<file path="src/rtl/dp_token_flags.sv">
module dp_token_flags #(
  parameter int FLAGS = 8,
  parameter int DW    = 8
) (
  input  logic                       clk,
  input  logic                       rst_n,
  input  logic                       l_sel,
  input  logic                       l_oe,
  input  logic                       l_we,
  input  logic [$clog2(FLAGS)-1:0]   l_idx,
  input  logic                       l_wdata,
  output logic [DW-1:0]              l_rdata,
  input  logic                       r_sel,
  input  logic                       r_oe,
  input  logic                       r_we,
  input  logic [$clog2(FLAGS)-1:0]   r_idx,
  input  logic                       r_wdata,
  output logic [DW-1:0]              r_rdata
);
  localparam int IW = $clog2(FLAGS);

  logic [FLAGS-1:0] lreq_n, rreq_n, lown, rown, l_hit, r_hit;

  wire l_wr = l_sel & l_we;
  wire r_wr = r_sel & r_we;

  for (genvar i = 0; i < FLAGS; i++) begin : g_flag
    logic lq, rq, lo, ro;
    wire nl = l_hit[i] ? l_wdata : lq;
    wire nr = r_hit[i] ? r_wdata : rq;

    assign l_hit[i]  = l_wr && (l_idx == IW'(i));
    assign r_hit[i]  = r_wr && (r_idx == IW'(i));
    assign lreq_n[i] = lq;
    assign rreq_n[i] = rq;
    assign lown[i]   = lo;
    assign rown[i]   = ro;

    always_ff @(posedge clk) begin
      if (!rst_n) begin
        lq <= 1'b1;
        rq <= 1'b1;
        lo <= 1'b0;
        ro <= 1'b0;
      end else begin
        lq <= nl;
        rq <= nr;
        if (lo) begin
          if (nl) begin
            lo <= 1'b0;
            ro <= !nr;
          end
        end else if (ro) begin
          if (nr) begin
            ro <= 1'b0;
            lo <= !nl;
          end
        end else begin
          lo <= !nl;
          ro <= nl && !nr;
        end
      end
    end

    a_r4_owner_keeps: assert property (@(posedge clk) disable iff (!rst_n)
      lo && !(l_hit[i] && l_wdata) |=> lo);
    a_r5_handoff: assert property (@(posedge clk) disable iff (!rst_n)
      lo && l_hit[i] && l_wdata && !rq && !r_hit[i] |=> ro);
    a_r6_free_on_release: assert property (@(posedge clk) disable iff (!rst_n)
      lo && l_hit[i] && l_wdata && rq && !r_hit[i] |=> !lo && !ro);
    a_r10_left_tie: assert property (@(posedge clk) disable iff (!rst_n)
      !lo && !ro && l_hit[i] && !l_wdata && r_hit[i] && !r_wdata |=> lo && !rq);
  end

  a_r3_single_owner: assert property (@(posedge clk) disable iff (!rst_n)
    (lown & rown) == '0);

  wire l_rd = l_sel & l_oe;
  wire r_rd = r_sel & r_oe;
  wire l_view = ~lown[l_idx];
  wire r_view = ~rown[r_idx];
  logic l_act, r_act;
  logic [DW-1:0] l_hold, r_hold;

  always_ff @(posedge clk) begin
    if (!rst_n) begin
      l_act  <= 1'b0;
      r_act  <= 1'b0;
      l_hold <= '0;
      r_hold <= '0;
    end else begin
      l_act <= l_rd;
      r_act <= r_rd;
      if (l_rd && !l_act) l_hold <= {DW{l_view}};
      if (r_rd && !r_act) r_hold <= {DW{r_view}};
    end
  end

  assign l_rdata = !l_rd ? '0 : (l_act ? l_hold : {DW{l_view}});
  assign r_rdata = !r_rd ? '0 : (r_act ? r_hold : {DW{r_view}});

  a_r8_left_frozen: assert property (@(posedge clk) disable iff (!rst_n)
    l_rd && l_act |-> l_rdata == $past(l_rdata));
  a_r8_right_frozen: assert property (@(posedge clk) disable iff (!rst_n)
    r_rd && r_act |-> r_rdata == $past(r_rdata));
endmodule

</file>
<file path="config.mk">
export PLATFORM = sky130hd
export DESIGN_NAME = dp_token_flags
export DESIGN_NICKNAME = d
export VERILOG_FILES = /design/src/rtl/dp_token_flags.sv
export SDC_FILE = /design/constraint.sdc
export NUM_CORES = 1
export LEC_CHECK = 0
export CAP_MARGIN = 20
export CORE_AREA = 2 2 62 64
export DETAILED_ROUTE_END_ITERATION = 10
export DIE_AREA = 0 0 64 66
export PLACE_DENSITY = 0.8
export SLEW_MARGIN = 15
export SYNTH_ARGS = -nofsm -noshare
export SYNTH_HDL_FRONTEND = slang
export SYNTH_SLANG_ARGS = --single-unit
</file>
<file path="constraint.sdc">
create_clock -name clk -period 2.8 [get_ports clk]
set_input_delay 0.56 -clock clk [delete_from_list [all_inputs] [get_ports clk]]
set_output_delay 0.56 -clock clk [all_outputs]
set_load 0.1 [all_outputs]
</file>
==> flow_summary.json <==
{
  "number_of_instances_in_the_synthesized_netlist": 193,
  "preCtsSetupSlack_ps": -300.4,
  "route.detailed.drc": 0,
  "hold_path_end": "r_hold[0]",
  "whs_path_depth": 2,
  "worst-path-max-fanout": 8,
  "cellLeakagePower_uw": 0.0009789,
  "synthesized_area_sq_mm": 0.001765,
  "drtAntennaViolNets": 0,
  "grt_setup_unrepaired": "no",
  "avgSynthCellArea_sq_um": 9.147,
  "timing.hold.worst.start": "r_hold[0]",
  "status": "complete, no violations",
  "timing_hold_violations_final": 0,
  "worst-r2r-cell-count": 4,
  "period_minus_slack_ps": 2701,
  "post_layout_instance_count_excluding_filler_cells": 267,
  "filler_cell_count": 285,
  "dpl.cell_count": 259,
  "timing_worst_slew_pin_value_ps": 575.1,
  "wire_per_inst_um": 14.84,
  "route.final.wire_length_um": 3961,
  "cp_data_arrival_time_ps": 2140,
  "final_worst_path_cycle_share_pct": 96.46,
  "clock.fmax_ghz": 0.3703,
  "global_route_wire_length_before_repair_um": 6672,
  "synth.top_cell.area_share_pct": 40.82,
  "clkTransAtPathRegs_ps": 110,
  "clock_skew_ps": 5.803,
  "power_density_over_cell_area_mw_per_mm2": 481.8,
  "number_of_antenna_violations_at_the_first_check_in_global_routing": 0,
  "final_net_count": 234,
  "reg2reg_from": "g_flag[7].lo",
  "cts-root-buf": "clkbuf_4",
  "irDropWorstVdd_v": 0.0003283,
  "cts_inserted_buffers": 5,
  "clock_latency_ps": 340,
  "synth.net_count": 209,
  "post_synth_main_area_contributors": "dfxtp_1 (41%), mux2i_1 (10%), buf_4 (6.4%), nand3_1 (5.1%), mux4_2 (5.1%)",
  "mostFrequentLayoutCell": "dfxtp_1",
  "synth_largest_area_cell": "dfxtp_1",
  "setup_viol": 0,
  "die-height_um": 66,
  "worst_hold_slack_ps": 481.2,
  "cts_hold_buf": 0,
  "dpl.hpwl_um": 3041,
  "crit_required_ps": 2240,
  "yosysWarningCount": 0,
  "most-common-layout-cells": "dfxtp_1 (36), nand2_1 (18), mux2i_1 (18), nand3_1 (18), buf_12 (18)",
  "post-route-worst-setup-slack_ps": 99.14,
  "worstHoldPathType": "register to register",
  "die-area_sq_mm": 0.004224,
  "placement_rows": 22,
  "cts-htree-levels": 2,
  "start_util_pct": 49.72,
  "number_of_storage_elements_in_the_synthesis_netlist": 36,
  "avgViaCountPerCell": 5.543,
  "pin_count": 32,
  "grt_use_total_pct": 20.59,
  "fp.dieW_um": 64,
  "synth.yosys.seq_area_share_pct": 40.82,
  "tritoncts": "done",
  "globalRoute.totalOverflow": 0,
  "count_of_cell_types_in_the_netlist": 27,
  "timing.reg2reg.setup_slack_ps": 1530,
  "ctsLongestPathBuffers": 2,
  "tritoncts_num_sinks": 36,
  "n_antenna_cell": 0,
  "port_buffers": 31,
  "crit_type": "primary input to output port",
  "finalMaxSlewViolations": 0,
  "first_global_vias": 1383,
  "critPathCaptureType": "output port",
  "routed-via-count": 1480,
  "drive_gt1_share_pct": 17.81,
  "area_growth_pct": 30.76,
  "grt_start_max_net_pins": 29,
  "firstDrtPassIters": 4,
  "max_cap_violations": 0,
  "critPathLaunchType": "primary input",
  "timing.max_slew.rel_slack_pct": 61.58,
  "gp_congestion": 0.8627,
  "coreArea_sq_mm": 0.003551,
  "regToRegEndpoint": "l_hold[0]",
  "drt_first_iter_violations": 92
}
==> power breakdown <==
part	internal, uW	switching, uW	total [uW]
Sequential	523	7.26	531
Clock	124	170	294
Combinational	112	176	288
==> worst max-delay path: stages <==
cell	delay, ps
clkdlybuf4s15_2	250
mux4_2	520
mux2i_1	200
mux2i_1	140
nor2_4	120
buf_12	160
buf_12	180
==> worst max path at each step <==
stage	from	to	slack [ps]
floorplan	r_idx[0]	r_rdata[1]	-160
global placement	r_idx[0]	r_rdata[1]	-270
detailed placement	r_idx[0]	r_rdata[6]	-300
CTS	l_idx[0]	l_rdata[7]	20
global route	r_idx[0]	r_rdata[2]	30
finish	r_idx[0]	r_rdata[6]	100
==> logic make-up after synthesis <==
logic type	Yosys count	synth area share, %
muxes	22	15.31
and+or+nand+nor	74	21.97
buffers and inverters	31	10.28
DFF	36	40.82
AOI/OAI and AO/OA	30	11.62
==> per-stage QoR <==
stage	total power, uW	setup TNS, ps	area [sq um]	util, %
floorplan	735.9	-1603	1812	-
CTS	1117	0	2313	65.15
global placement	829.2	-4087	2256	63.53
global route	1152	0	2308	65.01
finish	1112	0	2308	65.01
detailed placement	832.2	-4497	2256	63.53
==> synthesized netlist by cell type <==
cell type,instances
inv_1,9
a31oi_1,8
and2_1,1
o21a_1,1
o211ai_1,1
and3b_1,2
buf_4,15
a21boi_1,2
o21ai_0,7
a2bb2oi_1,8
mux2i_1,18
nand2_1,18
dfxtp_1,36
nand3b_1,1
nand4_1,10
clkbuf_1,5
o21ai_1,1
nor2b_1,11
nand2b_1,2
and2b_1,1
buf_6,1
mux4_2,4
nand3_1,18
buf_2,1
nor2_1,6
o31ai_1,2
and3_1,4
==> routing by layer <==
layer | routed length, um | track usage [%]
met2 | 1955 | 33.46
met1 | 1726 | 25.48
met5 | 0 | 0
met3 | 217 | 6.814
met4 | 61 | 7.337
==> registers in the layout (all words and copies together), names as in the netlist <==
| signal | cells |
|---|---|
| g_flag.lo | 8 |
| g_flag.lq | 8 |
| g_flag.ro | 8 |
| g_flag.rq | 8 |
| l_act | 1 |
| l_hold | 1 |
| r_act | 1 |
| r_hold | 1 |
==> final cells by class <==
cell class	count	area (sq um)	share of cell area [%]
repair buffers	40	556.8	24.12
inverters	9	33.78	1.463
flip-flops and latches	36	720.7	31.22
multi-input cells	126	878.3	38.05
well taps	48	60.06	2.602
clock buffers	8	58.81	2.547
==> timing repair <==
action | in CTS | in global routing
setup endpoints to repair | 16 | 8
buffers inserted | 0 | 0
hold endpoints to repair | 0 | 0
resized for setup | 7 | 1
Note: power is estimated with default switching activity, not from simulation.
